## config.mk

```make
export PLATFORM = sky130hd
export DESIGN_NAME = bpmfc_seq_tracker
export DESIGN_NICKNAME = d
export VERILOG_FILES = /design/src/rtl/bpmfc_seq_tracker.sv
export SDC_FILE = /design/constraint.sdc
export NUM_CORES = 1
export LEC_CHECK = 0
export BUFFER_PORTS_ARGS = -buffer_cell sky130_fd_sc_hd__buf_2
export CAP_MARGIN = 20
export CORE_MARGIN = 3
export CORE_UTILIZATION = 50
export DETAILED_ROUTE_END_ITERATION = 8
export GPL_TIMING_DRIVEN = 0
export MAX_ROUTING_LAYER = met4
export PLACE_DENSITY = 0.7
export SYNTH_ARGS = -nofsm -noshare
export SYNTH_HDL_FRONTEND = slang
export SYNTH_SLANG_ARGS = --single-unit
```

## constraint.sdc

```tcl
create_clock -name clk -period 7.2 [get_ports clk]
set_clock_uncertainty 0.15 [all_clocks]
set_input_delay 0.36 -clock clk [delete_from_list [all_inputs] [get_ports clk]]
set_output_delay 0.36 -clock clk [all_outputs]
set_load 0.005 [all_outputs]
```

## src/rtl/bpmfc_seq_tracker.sv

```systemverilog
module bpmfc_seq_tracker #(
  parameter int SEQ_W  = 16,
  parameter int FCNT_W = 16
) (
  input  logic              clk,
  input  logic              rst_n,
  input  logic              clr,
  input  logic              ev,
  input  logic [SEQ_W-1:0]  seq,
  output logic              disc_pulse,
  output logic [FCNT_W-1:0] done_cnt,
  output logic              disc_sticky,
  output logic              mis_sticky
);
  logic              have_seq_q;
  logic              have_done_q;
  logic [SEQ_W-1:0]  cur_seq_q;
  logic [FCNT_W-1:0] cur_cnt_q;
  logic              changed;
  logic              jumped;

  assign changed = ev && have_seq_q && (seq != cur_seq_q);
  assign jumped  = changed && (seq != cur_seq_q + 1'b1);

  always_ff @(posedge clk or negedge rst_n) begin
    if (!rst_n) begin
      have_seq_q  <= 1'b0;
      have_done_q <= 1'b0;
      cur_seq_q   <= '0;
      cur_cnt_q   <= '0;
      done_cnt    <= '0;
      disc_pulse  <= 1'b0;
      disc_sticky <= 1'b0;
      mis_sticky  <= 1'b0;
    end else if (clr) begin
      have_seq_q  <= 1'b0;
      have_done_q <= 1'b0;
      cur_seq_q   <= '0;
      cur_cnt_q   <= '0;
      done_cnt    <= '0;
      disc_pulse  <= 1'b0;
      disc_sticky <= 1'b0;
      mis_sticky  <= 1'b0;
    end else begin
      disc_pulse <= jumped;
      if (jumped) disc_sticky <= 1'b1;
      if (ev) begin
        if (!have_seq_q || changed) begin
          have_seq_q <= 1'b1;
          cur_seq_q  <= seq;
          cur_cnt_q  <= FCNT_W'(1);
        end else begin
          cur_cnt_q  <= cur_cnt_q + 1'b1;
        end
        if (changed) begin
          done_cnt    <= cur_cnt_q;
          have_done_q <= 1'b1;
          if (have_done_q && (cur_cnt_q != done_cnt)) mis_sticky <= 1'b1;
        end
      end
    end
  end


  disc_sticky_chk: assert property (@(posedge clk) disable iff (!rst_n)
    disc_pulse |-> disc_sticky);


  first_quiet_chk: assert property (@(posedge clk) disable iff (!rst_n || clr)
    (ev && !have_seq_q) |=> !disc_pulse);


  mis_keep_chk: assert property (@(posedge clk) disable iff (!rst_n || clr)
    mis_sticky |=> mis_sticky);
endmodule

```

==> results.json, run 1 <==
{
  "status": "finished, final reports clean",
  "start_util_pct": 52.9,
  "final.period_utilization_pct": 36.7,
  "root_buffer": "clkbuf_8",
  "syn_area_per_cell_um2": 9.88,
  "grt_max_degree": 33,
  "final_common_cell": "dfrtp_1",
  "ys_seq_elements": 53,
  "yosysWarningCount": 0,
  "die-area_um2": 7440,
  "fin_nets": 394,
  "diodes": 0,
  "cp-start-kind": "flop",
  "hold_viol": 0,
  "insertion_delay_ns": 0.31,
  "htreeDepth": 2,
  "mostFrequentLayoutCells": "dfrtp_1, nor2_1, buf_2",
  "min-delay-path-class": "in2reg",
  "synthAdderAreaFrac_pct": 0.777,
  "async_flop_share_pct": 100,
  "criticalPathCategory": "reg2reg",
  "syn_inst": 326,
  "slew_headroom_pct": 64.3,
  "fillCellCount": 557,
  "cp_data_required_time_ns": 7.23,
  "route.vias.total": 2496,
  "netlist_area_um2": 3220,
  "cp-end-kind": "flop",
  "yosys.cell_types.count": 54,
  "post-dp-hpwl_um": 5410,
  "via_per_inst": 5.57,
  "worstPathArrival_ns": 2.67,
  "critical-path-max-stage-delay_ns": 0.54,
  "fin_crit_ns": 2.65,
  "setup_tns_ns": 0,
  "drt_iter0_markers": 87,
  "cts_tree": "done",
  "yosysTopAreaCellShare_pct": 41.2,
  "syn_nets": 348,
  "slew_viol_final": 0,
  "yosys.area_share.simple_pct": 19.8,
  "synth_xor_xnor_area_share_pct": 13.5,
  "tightest_slew_ns": 0.522,
  "fp.coreArea_um2": 6100,
  "synth_top_family_by_area": "simple AND/OR/NAND/NOR gates",
  "dp.cells": 439,
  "stdcell_count": 448,
  "dr.pass1.iters": 4,
  "grt_pass1_wl_um": 12100,
  "critPathSlowestCell": "a2111oi_0",
  "grt_pass1_vias": 2405,
  "place.port_buffers": 37,
  "grt_antenna_before_repair": 0,
  "synthTopCellsByArea": "dfrtp_1, xor2_1, mux2i_1",
  "yosys.area.top_type": "dfrtp_1",
  "max_freq_mhz": 378,
  "drc": 0,
  "rsz0062_at_grt": "no",
  "path_cells": "ha_1, nand2_1, or3_1, a2111oi_0, nand4_1, o41ai_2, a21oi_1",
  "io_pins": 39,
  "seq_area_um2": 1330,
  "max_cap_violations": 0,
  "ys_seq_area_share_pct": 41.2,
  "gp_congestion": 1.01,
  "critical_path_peak_fanout": 7,
  "power.density_nw_per_um2": 163,
  "clockBufferDepth": 2,
  "cts.sinks": 53,
  "cts_hold_repair.buffers": 1,
  "routedWlPerCell_um": 16.1,
  "p_leak_uw": 0.00171,
  "clk_pin_slew_ns": 0.10,
  "area_delta_synth_final_pct": 12.7,
  "drive_gt1_share_pct": 20.9,
  "antenna_left": 0,
  "synth_top_flop_cell": "dfrtp_1",
  "die_y_um": 86.3,
  "irDropWorstVdd_mv": 0.111,
  "synth-compound-area-share_pct": 9.79,
  "num_rows": 28,
  "die_width_um": 86.3,
  "hold_ws_ns": 0.223,
  "track_usage_pct": 21.1,
  "cts_resized": 0,
  "muxShareOfSynthArea_pct": 10.7,
  "multi_input_area_um2": 1760,
  "setup_violations": 0,
  "numCtsBuffers": 5,
  "drt-total-wl_um": 7190,
  "synth_edf_count": 0,
  "cts_setup_buffers": 0,
  "grt-ovfl-total": 0
}
critical path: cells and delay by family (launching register included):
kind | cells | cell delay (ns)
AOI/OAI and AO/OA | 3 | 1.00
and+or+nand+nor | 3 | 0.70
DFF | 1 | 0.43
adders and majority gates | 1 | 0.23
through the flow:
| stage | worst slack (ns) | instance area (µm²) | utilization [%] | total power, µW |
|---|---|---|---|---|
| after global routing | 4.33 | 3630 | 59.6 | 622 |
| final | 4.55 | 3630 | 59.6 | 592 |
| after CTS | 4.56 | 3630 | 59.6 | 601 |
| after detailed placement | 4.59 | 3520 | 57.8 | 413 |
| after global placement | 4.60 | 3500 | 57.4 | 410 |
| after floorplan | 4.93 | 3220 | - | 381 |
cell type report:
type                       instances  area share (%)
buffer                            17            2.79
clock buffer                       6            2.27
clock inverter                     2           0.482
inverter                          10            1.03
multi-input combinational        246            48.4
sequential                        53            36.5
tap                               75            2.58
timing repair buffer              39            5.93
sequential cells by signal, summed over array words and instances, names as in the netlist:
register and flops:
have_seq_q 1, cur_seq_q 16, mis_sticky 1, done_cnt 16
disc_sticky 1, have_done_q 1, cur_cnt_q 16, disc_pulse 1
synth_stat cells, types with 8 or more instances:
library cell and number:
nand2_1 16, xor2_1 24, a21oi_1 10, nor2b_1 14, nand3_1 8, nor3_1 8
mux2i_1 18, inv_1 10, nor2_1 45, dfrtp_1 53, mux2_2 8, xnor2_1 20
clkbuf_1 9
per-layer routing:
metal | GRT usage (%) | wire (µm)
met3 | 3.52 | 263
met4 | 4.39 | 74
met5 | - | 0
met1 | 28.0 | 3410
met2 | 34.3 | 3440
kinds of logic (layout without fill, tap and decap cells):
logic type | after synthesis | in the layout
xor+xnor | 47 | 47
simple gates | 125 | 125
compound gates | 41 | 41
buf+inv | 27 | 74
flops | 53 | 53
fa+ha+maj | 2 | 2
mux | 31 | 31
final timing paths:
path | from | to | slack [ns] | cells after the start
setup / recovery | cur_seq_q[1] | disc_sticky | 4.55 | 7
hold / removal | seq[14] | cur_seq_q[14] | 0.22 | 3
setup reg to reg | cur_seq_q[1] | disc_sticky | 4.55 | 7
hold reg to reg | disc_sticky | disc_sticky | 0.37 | 2
max in group asynchronous | rst_n | cur_seq_q[14] | 5.95 | 3
min in group asynchronous | rst_n | cur_seq_q[6] | 0.39 | 2
power by group:
part           leakage, µW  total, µW  switching, µW  internal (µW)
clock network    0.0000518        185            105           80.1
registers         0.000720        316           10.6            306
logic             0.000935       90.9           50.2           40.8
total              0.00171        592            165            427
No activity file was read; power rests on OpenSTA's default activity.
==> run 2: changes to the inputs <==
Settings changed: ABC_AREA from default to 1.
Clock period 7.2 ns to 2.55 ns, I/O delays scaled along.
==> run 2 against run 1 <==
  * Clock-buffer cell count is 1 lower
  * Power grew to 3.1 times the previous value
  * Synthesized area is 2.8% higher
  * Routed wire length is 6.0% higher
  * Register-to-register slack worse by 4.4 ns
  * Via count is 18% higher
  * Die area is 2.6% higher
  * First-iteration DRC count is 90% higher
  * Global-route usage is 1.6 points higher
  * Sequential power grew to 2.9 times the previous value
  * Cell count is 29% higher
  * Critical endpoint is now cur_seq_q[0]
  * Largest cell class unchanged
==> results.json, run 2 <==
{
  "post-route-util_pct": 62.3,
  "grtUsageMet3_pct": 2.84,
  "syn_nets": 454,
  "max_cap_violations": 0,
  "die-area_um2": 7630,
  "drc": 0,
  "synthAdderAreaFrac_pct": 0.756,
  "yosys.area_share.simple_pct": 37.8,
  "tightest_slew_ns": 0.464,
  "grt_antenna_before_repair": 0,
  "place.port_buffers": 37,
  "cts.sinks": 53,
  "cp-start-kind": "flop",
  "slew_headroom_pct": 69.1,
  "cp_data_required_time_ns": 2.61,
  "final.period_utilization_pct": 95.3,
  "root_buffer": "clkbuf_8",
  "status": "finished, final reports clean",
  "routedWlPerCell_um": 13.2,
  "grt_pass1_wl_um": 13300,
  "max_freq_mhz": 412,
  "irDropWorstVdd_mv": 0.387,
  "synthTopCellsByArea": "dfrtp_1, nand2_1, nand4_1",
  "route.vias.total": 2936,
  "p_leak_uw": 0.00187,
  "insertion_delay_ns": 0.32,
  "grt_pass1_vias": 2917,
  "synth-compound-area-share_pct": 4.88,
  "fin_crit_ns": 2.43,
  "die_width_um": 87.4,
  "grt_util_met2_pct": 38.2,
  "busiest_layer": "met2",
  "worstPathArrival_ns": 2.49,
  "min-delay-path-class": "in2reg",
  "post-dp-hpwl_um": 5730,
  "synth.most_common_cell": "nand2_1",
  "num_rows": 29,
  "synth_top_flop_cell": "dfrtp_1",
  "critical_path_peak_fanout": 7,
  "start_util_pct": 51.8,
  "async_flop_share_pct": 100,
  "synth_top_family_by_area": "simple AND/OR/NAND/NOR gates",
  "htreeDepth": 2,
  "fp.coreArea_um2": 6390,
  "grt-ovfl-total": 0,
  "numCtsBuffers": 5,
  "die_y_um": 87.4,
  "cts_tree": "done",
  "drt_iter0_markers": 165,
  "antenna_left": 0,
  "yosys.area.top_type": "dfrtp_1",
  "netlist_area_um2": 3310,
  "total_power_uw": 1810,
  "final_area_um2": 3980,
  "io_pins": 39,
  "diodes": 0,
  "cp-end-kind": "flop",
  "synth_edf_count": 0,
  "met1_usage_pct": 27.4,
  "syn_area_per_cell_um2": 7.66,
  "placed_area_um2": 3610,
  "grt_max_degree": 40,
  "clockBufferDepth": 2,
  "slew_viol_final": 0,
  "drt-total-wl_um": 7620,
  "yosysTopAreaCellShare_pct": 40.1,
  "power.density_nw_per_um2": 454,
  "mostFrequentLayoutCells": "nand2_1, dfrtp_1, buf_2",
  "via_per_inst": 5.10,
  "clk_pin_slew_ns": 0.11,
  "yosys.cell_types.count": 33,
  "setup_violations": 0,
  "yosysWarningCount": 0,
  "fin_nets": 520,
  "track_usage_pct": 22.6,
  "hold_viol": 0,
  "syn_inst": 432,
  "yosys-top-cells-count": "nand2_1, dfrtp_1, inv_1, nor2_1, nand3_1",
  "setup_tns_ns": 0,
  "drive_gt1_share_pct": 18.6,
  "dr.pass1.iters": 4,
  "gp_congestion": 0.913,
  "muxShareOfSynthArea_pct": 0,
  "synth_xor_xnor_area_share_pct": 9.49,
  "hold_ws_ns": 0.00485,
  "area_delta_synth_final_pct": 20.1,
  "top_regs": "cur_cnt_q: 16 flops, cur_seq_q: 16 flops, done_cnt: 16 flops",
  "rsz0062_at_grt": "no",
  "criticalPathCategory": "reg2reg",
  "ys_seq_elements": 53,
  "ys_seq_area_share_pct": 40.1,
  "final_common_cell": "nand2_1"
}
==> run 2: cell count changes in the layout (fill, tap and decap cells not counted), sizes merged, moves of 13 or more <==
cell         change
dlygate4sd3     +19
inv             +30
mux2            -13
mux2i           -18
nand2          +126
nand3           +18
nand4           +17
nor2b           -14
o21ai           +18
==> run 2: layer usage <==
layer  wire length [µm]  vias to the layer above
met3                224                       18
met2               3850                       49
met1               3330                     1360
met4                218                        0
li1                   -                     1509
met5                  0                        -
==> run 2: metrics by stage <==
stage / std cells / setup slack (ns)
after global routing: 576 / 0.00618
after global placement: 546 / 0.416
after detailed placement: 547 / 0.365
after CTS: 575 / 0.0709
final: 576 / 0.120
after floorplan: 432 / 0.786
==> run 2: logic make-up (layout without fill, tap and decap cells) <==
| logic type | Yosys count | after routing |
|---|---|---|
| flip-flops | 53 | 53 |
| AO/OA/AOI/OAI | 28 | 28 |
| adder cells (fa/ha/maj) | 2 | 2 |
| AND/OR/NAND/NOR | 262 | 262 |
| buffers and inverters | 52 | 119 |
| XOR/XNOR | 35 | 35 |
==> run 2: where the power goes <==
group	total [µW]	switching, µW	internal [µW]
logic	318	185	133
clock network	587	293	294
registers	902	34.6	867
total	1810	513	1290
==> run 2: path summary, 6_finish.rpt <==
check / cells after the start / slack [ns] / to / start
hold reg to reg: 2 / 0.34 / disc_sticky / disc_sticky
max in group asynchronous: 3 / 1.59 / cur_cnt_q[7] / rst_n
setup / recovery: 9 / 0.12 / cur_seq_q[0] / cur_seq_q[2]
hold / removal: 3 / 0.005 / cur_seq_q[1] / ev
min in group asynchronous: 2 / 0.10 / cur_seq_q[8] / rst_n
setup reg to reg: 9 / 0.12 / cur_seq_q[0] / cur_seq_q[2]
==> run 2: what timing repair did <==
action	CTS	global route
gates resized for setup	0	6
hold endpoints to repair	70	0
hold buffers	20	0
endpoints found under the setup margin	0	2
setup buffers	0	1
==> run 2: final cells by class <==
cell class                 count  area [µm²]
buffer                        10        73.8
multi-input combinational    327        1790
clock buffer                   5        68.8
sequential                    53        1330
clock inverter                 3        46.3
inverter                      42         160
tap                           77        96.3
fill                         579        2410
timing repair buffer          59         413
==> run 2: worst max-delay path: stages (launching register included) <==
cell and delay (ns):
dfrtp_2 0.49, xnor2_4 0.23, nand4_1 0.24, nor2_4 0.23
nand2_2 0.10, nand2_4 0.09, nand2_2 0.10, nand4_1 0.09
dlygate4sd3_1 0.56, nand2_1 0.05
